### src/rtl/lamp_pkg.sv
package lamp_pkg;

    typedef enum logic [1:0] {
        LS_OFF    = 2'b00,
        LS_DIM    = 2'b01,
        LS_BRIGHT = 2'b10
    } lamp_state_e;

    typedef logic [1:0] lamp_level_t;

    localparam lamp_level_t LVL_OFF    = 2'b00;
    localparam lamp_level_t LVL_DIM    = 2'b01;
    localparam lamp_level_t LVL_BRIGHT = 2'b10;

    function automatic lamp_level_t level_of(input lamp_state_e s);
        lamp_level_t l;
        case (s)
            LS_DIM:    l = LVL_DIM;
            LS_BRIGHT: l = LVL_BRIGHT;
            default:   l = LVL_OFF;
        endcase
        return l;
    endfunction

endpackage

### src/rtl/lamp_gap_timer.sv
module lamp_gap_timer #(
    parameter int THRESH = 16,
    parameter int CNT_W  = $clog2(THRESH + 1)
) (
    input  logic             clk,
    input  logic             rst,
    input  logic             restart_i,
    output logic [CNT_W-1:0] elapsed_o,
    output logic             quick_o
);

    localparam logic [CNT_W-1:0] LIMIT = CNT_W'(THRESH);
    localparam logic [CNT_W-1:0] STEP  = CNT_W'(1);

    typedef struct packed {
        logic [CNT_W-1:0] count;
    } timer_regs_t;

    timer_regs_t r_d, r_q;

    always_comb begin
        r_d = r_q;
        if (restart_i) begin
            r_d.count = '0;
        end else if (r_q.count < LIMIT) begin
            r_d.count = r_q.count + STEP;
        end
    end

    always_ff @(posedge clk) begin
        if (rst) begin
            r_q <= '0;
        end else begin
            r_q <= r_d;
        end
    end

    assign elapsed_o = r_q.count;
    assign quick_o   = (r_q.count < LIMIT);

endmodule

### src/rtl/lamp_step_fsm.sv
module lamp_step_fsm
    import lamp_pkg::*;
(
    input  lamp_state_e state_i,
    input  logic        press_i,
    input  logic        quick_i,
    output lamp_state_e state_o
);

    always_comb begin
        state_o = state_i;
        if (press_i) begin
            case (state_i)
                LS_OFF:    state_o = LS_DIM;
                LS_DIM:    state_o = quick_i ? LS_BRIGHT : LS_OFF;
                LS_BRIGHT: state_o = LS_OFF;
                default:   state_o = LS_OFF;
            endcase
        end
    end

endmodule

### src/rtl/lamp_level_reg.sv
module lamp_level_reg
    import lamp_pkg::*;
(
    input  logic        clk,
    input  logic        rst,
    input  lamp_state_e next_state_i,
    output lamp_level_t level_o
);

    typedef struct packed {
        lamp_level_t level;
    } level_regs_t;

    level_regs_t r_d, r_q;

    always_comb begin
        r_d       = r_q;
        r_d.level = level_of(next_state_i);
    end

    always_ff @(posedge clk) begin
        if (rst) begin
            r_q <= '{level: LVL_OFF};
        end else begin
            r_q <= r_d;
        end
    end

    assign level_o = r_q.level;

endmodule

### src/rtl/lamp_ctrl.sv
module lamp_ctrl
    import lamp_pkg::*;
#(
    parameter int THRESH = 16,
    localparam int CNT_W = $clog2(THRESH + 1)
) (
    input  logic       clk,
    input  logic       rst,
    input  logic       press_i,
    output logic [1:0] level_o,
    output logic [1:0] state_o
);

    typedef struct packed {
        lamp_state_e state;
    } ctrl_regs_t;

    ctrl_regs_t r_d, r_q;

    logic [CNT_W-1:0] elapsed_w;
    logic             quick_w;
    lamp_state_e      step_w;
    lamp_level_t      level_w;

    lamp_gap_timer #(
        .THRESH (THRESH),
        .CNT_W  (CNT_W)
    ) u_timer (
        .clk       (clk),
        .rst       (rst),
        .restart_i (press_i),
        .elapsed_o (elapsed_w),
        .quick_o   (quick_w)
    );

    lamp_step_fsm u_step (
        .state_i (r_q.state),
        .press_i (press_i),
        .quick_i (quick_w),
        .state_o (step_w)
    );

    always_comb begin
        r_d       = r_q;
        r_d.state = step_w;
    end

    always_ff @(posedge clk) begin
        if (rst) begin
            r_q <= '{state: LS_OFF};
        end else begin
            r_q <= r_d;
        end
    end

    lamp_level_reg u_level (
        .clk          (clk),
        .rst          (rst),
        .next_state_i (r_d.state),
        .level_o      (level_w)
    );

    assign level_o = level_w;
    assign state_o = r_q.state;

endmodule

### config.mk
export PLATFORM = sky130hd
export DESIGN_NAME = lamp_ctrl
export DESIGN_NICKNAME = d
export VERILOG_FILES = /design/src/rtl/lamp_pkg.sv /design/src/rtl/lamp_gap_timer.sv /design/src/rtl/lamp_step_fsm.sv /design/src/rtl/lamp_level_reg.sv /design/src/rtl/lamp_ctrl.sv
export SDC_FILE = /design/constraint.sdc
export NUM_CORES = 1
export LEC_CHECK = 0
export BUFFER_PORTS_ARGS = -buffer_cell sky130_fd_sc_hd__buf_4
export CAP_MARGIN = 0
export CORE_AREA = 4 4 41 43
export CTS_BUF_LIST = sky130_fd_sc_hd__clkbuf_8 sky130_fd_sc_hd__clkbuf_16
export CTS_CLUSTER_DIAMETER = 50
export CTS_CLUSTER_SIZE = 12
export DETAILED_ROUTE_END_ITERATION = 8
export DIE_AREA = 0 0 45 47
export PLACE_DENSITY = 0.54
export SLEW_MARGIN = 0
export SYNTH_ARGS = -nofsm -noshare
export SYNTH_HDL_FRONTEND = slang
export SYNTH_SLANG_ARGS = --single-unit
### constraint.sdc
create_clock -name clk -period 1.1 [get_ports clk]
set_input_delay 0.11 -clock clk [delete_from_list [all_inputs] [get_ports clk]]
set_output_delay 0.11 -clock clk [all_outputs]
set_load 0.005 [all_outputs]
==> results.cfg <==
[run_status]
run_status = completed

[die]
start_util_pct = 26.3
row_count = 13
core_region_area_um2 = 1300
dieArea_um2 = 2120
ios = 7
die_outline_height_um = 47
die_w_um = 45

[timing]
max_clock_freq_mhz = 1030
slew_headroom_pct = 85.0
rsz_0062_raised_after_global_routing = false
totalNegativeSetupSlack_ps = 0
timing.final.hold_violations = 0
final-max-slew-violation-count = 0
min_period_over_period_pct = 88.1
worst_clock_skew_ps = 0.661
final.min_clock_period_ps = 970
worst_pin_slew_ps = 224
setup_violations = 0

[clock_tree]
tritoncts.num_buffers = 3
clock_tree.root_cell = sky130_fd_sc_hd__clkbuf_8
post_cts_resized = 0
worst_setup_hold_path_clk_slew_ps = 40
cts.repair_timing.setup_buffer_count = 0
tritoncts = yes
cts_max_level = 1
cts.sinks = 9
postCtsHoldBufs = 0
worstSkewPairLatency_ps = 230
cts.path.max_buffers = 2

[placement]
place.detailed.hpwl_um = 407
place_congestion = 0.611
place_area_um2 = 407
post-place-cells = 55
port_buffers = 6

[synth]
synthesis.yosys.warnings = 0
yosysTopAreaCellShare_pct = 52.6
ys_seq_area_share_pct = 52.6
yosys.cell_types.count = 17
synth_area_um2 = 343
synth-seq-cells = 9
syn_area_per_cell_um2 = 10.1
postSynthCellCount = 34
post-synth-top-area-cell = sky130_fd_sc_hd__dfxtp_1
syn-num-nets = 38
synthTopCellsByArea = sky130_fd_sc_hd__dfxtp_1, sky130_fd_sc_hd__nor2_1, sky130_fd_sc_hd__xnor2_1, sky130_fd_sc_hd__xor2_1, sky130_fd_sc_hd__ha_1

[global_routing]
grt_remaining_overflow = 0
grt_util_all_layers_pct = 6.90
grt_pass1_vias = 236
grt_first_pass_wirelength_um = 931
grt_max_degree = 7
antenna_found_initial = 0

[routing]
postRouteAntennaNets = 0
drt-pass1-iter-count = 2
drc = 0
post_drt_via_cell_ratio = 4.12
drt_first_iter_violations = 2
wirelength_um = 587
detailroute.via_count = 243
wire_per_inst_um = 9.95

[setup_path]
critical_path.max_fanout = 3
cp_data_required_time_ps = 1220
cp-start-kind = flop
crit_arrival_ps = 1090
cp-end-kind = flop
criticalPathCategory = reg2reg

[power_and_ir_drop]
power.total_uw = 777
power_per_cell_area_nw_per_um2 = 1720
p_leak_uw = 0.000191
vdd_drop_max_mv = 0.902

[job]
timing.max_cap.violations = 0

[final_layout]
final_common_cell = sky130_fd_sc_hd__dfxtp_1
fin_nets = 49
n_antenna_cell = 0
layout_common_cells = sky130_fd_sc_hd__dfxtp_1, sky130_fd_sc_hd__nor2_1, sky130_fd_sc_hd__buf_4
flow.area_growth_from_synthesis_pct = 31.8
stdcell_count = 59
final_layout_size_suffix_gt1_share_pct = 20.5
finish.instance_area_um2 = 452

[worst_hold_path]
hold_path.class = in2reg
critical path, cell delays in order, from the launching register on:
cell and delay (ps):
sky130_fd_sc_hd__dfxtp_1 360, sky130_fd_sc_hd__ha_1 170, sky130_fd_sc_hd__nor2b_1 150, sky130_fd_sc_hd__xnor2_1 130, sky130_fd_sc_hd__nor2_1 50
synth_stat cells:
| cell type | number |
|---|---|
| sky130_fd_sc_hd__a21oi_1 | 2 |
| sky130_fd_sc_hd__nor2_1 | 6 |
| sky130_fd_sc_hd__ha_1 | 1 |
| sky130_fd_sc_hd__xor2_1 | 2 |
| sky130_fd_sc_hd__mux2i_1 | 1 |
| sky130_fd_sc_hd__a31oi_1 | 1 |
| sky130_fd_sc_hd__nand2b_1 | 1 |
| sky130_fd_sc_hd__nor3b_1 | 1 |
| sky130_fd_sc_hd__o21ai_1 | 1 |
| sky130_fd_sc_hd__nor3_1 | 1 |
| sky130_fd_sc_hd__dfxtp_1 | 9 |
| sky130_fd_sc_hd__nand4b_1 | 1 |
| sky130_fd_sc_hd__nor2b_1 | 2 |
| sky130_fd_sc_hd__or2_1 | 1 |
| sky130_fd_sc_hd__nand4bb_1 | 1 |
| sky130_fd_sc_hd__inv_1 | 1 |
| sky130_fd_sc_hd__xnor2_1 | 2 |
metrics by stage:
step	util [%]	setup WS (ps)	hold slack (ps)
floorplan	-	177	179
global placement	31.3	156	314
detailed placement	31.3	122	316
CTS	34.7	120	69.1
global route	34.7	17.2	73.7
finish	34.7	130	72.2
routing by layer:
layer	routed length [um]	global-route usage (%)	part of all wire [%]
met1	284	7.14	48
met5	0	0	0
met2	266	9.04	45
met4	8	5.26	1.4
met3	28	5.75	4.8
flip-flops by register name, indices dropped and copies added, names as in the netlist:
| name | count |
|---|---|
| u_timer.elapsed_o | 5 |
| state_o | 2 |
| u_level.level_o | 2 |
power by group:
group | switching (uW) | leakage (uW) | internal, uW | total (uW)
Sequential | 11.2 | 0.0000735 | 341 | 352
Clock | 128 | 0.0000269 | 243 | 371
Combinational | 22.4 | 0.0000903 | 31.9 | 54.3
Total | 161 | 0.000191 | 616 | 777
cell type report:
cell class | instances | area [um2]
fill | 149 | 850
sequential | 9 | 180
multi-input combinational | 24 | 159
timing repair buffer | 6 | 45.0
clock buffer | 3 | 41.3
tap | 15 | 18.8
clock inverter | 1 | 3.75
inverter | 1 | 3.75
logic make-up (layout without fill, tap and decap cells):
kind of cell / count (synthesis) / count (layout) / share of synthesized area, %
AOI/OAI and AO/OA: 4 / 4 / 6.20
buffers and inverters: 1 / 11 / 1.09
adders and majority gates: 1 / 1 / 3.65
and+or+nand+nor: 14 / 14 / 23.4
muxes: 1 / 1 / 2.92
DFF: 9 / 9 / 52.6
xor gates and xnor gates: 4 / 4 / 10.2
path summary, 6_finish.rpt:
kind | start | end | slack (ps) | cells after the start
max | u_timer.elapsed_o[0] | u_timer.elapsed_o[2] | 130 | 4
min | rst | state_o[1] | 70 | 2
max reg2reg | u_timer.elapsed_o[0] | u_timer.elapsed_o[2] | 130 | 4
min reg2reg | state_o[1] | u_level.level_o[0] | 510 | 1
Power figures use the tool's default switching activity.
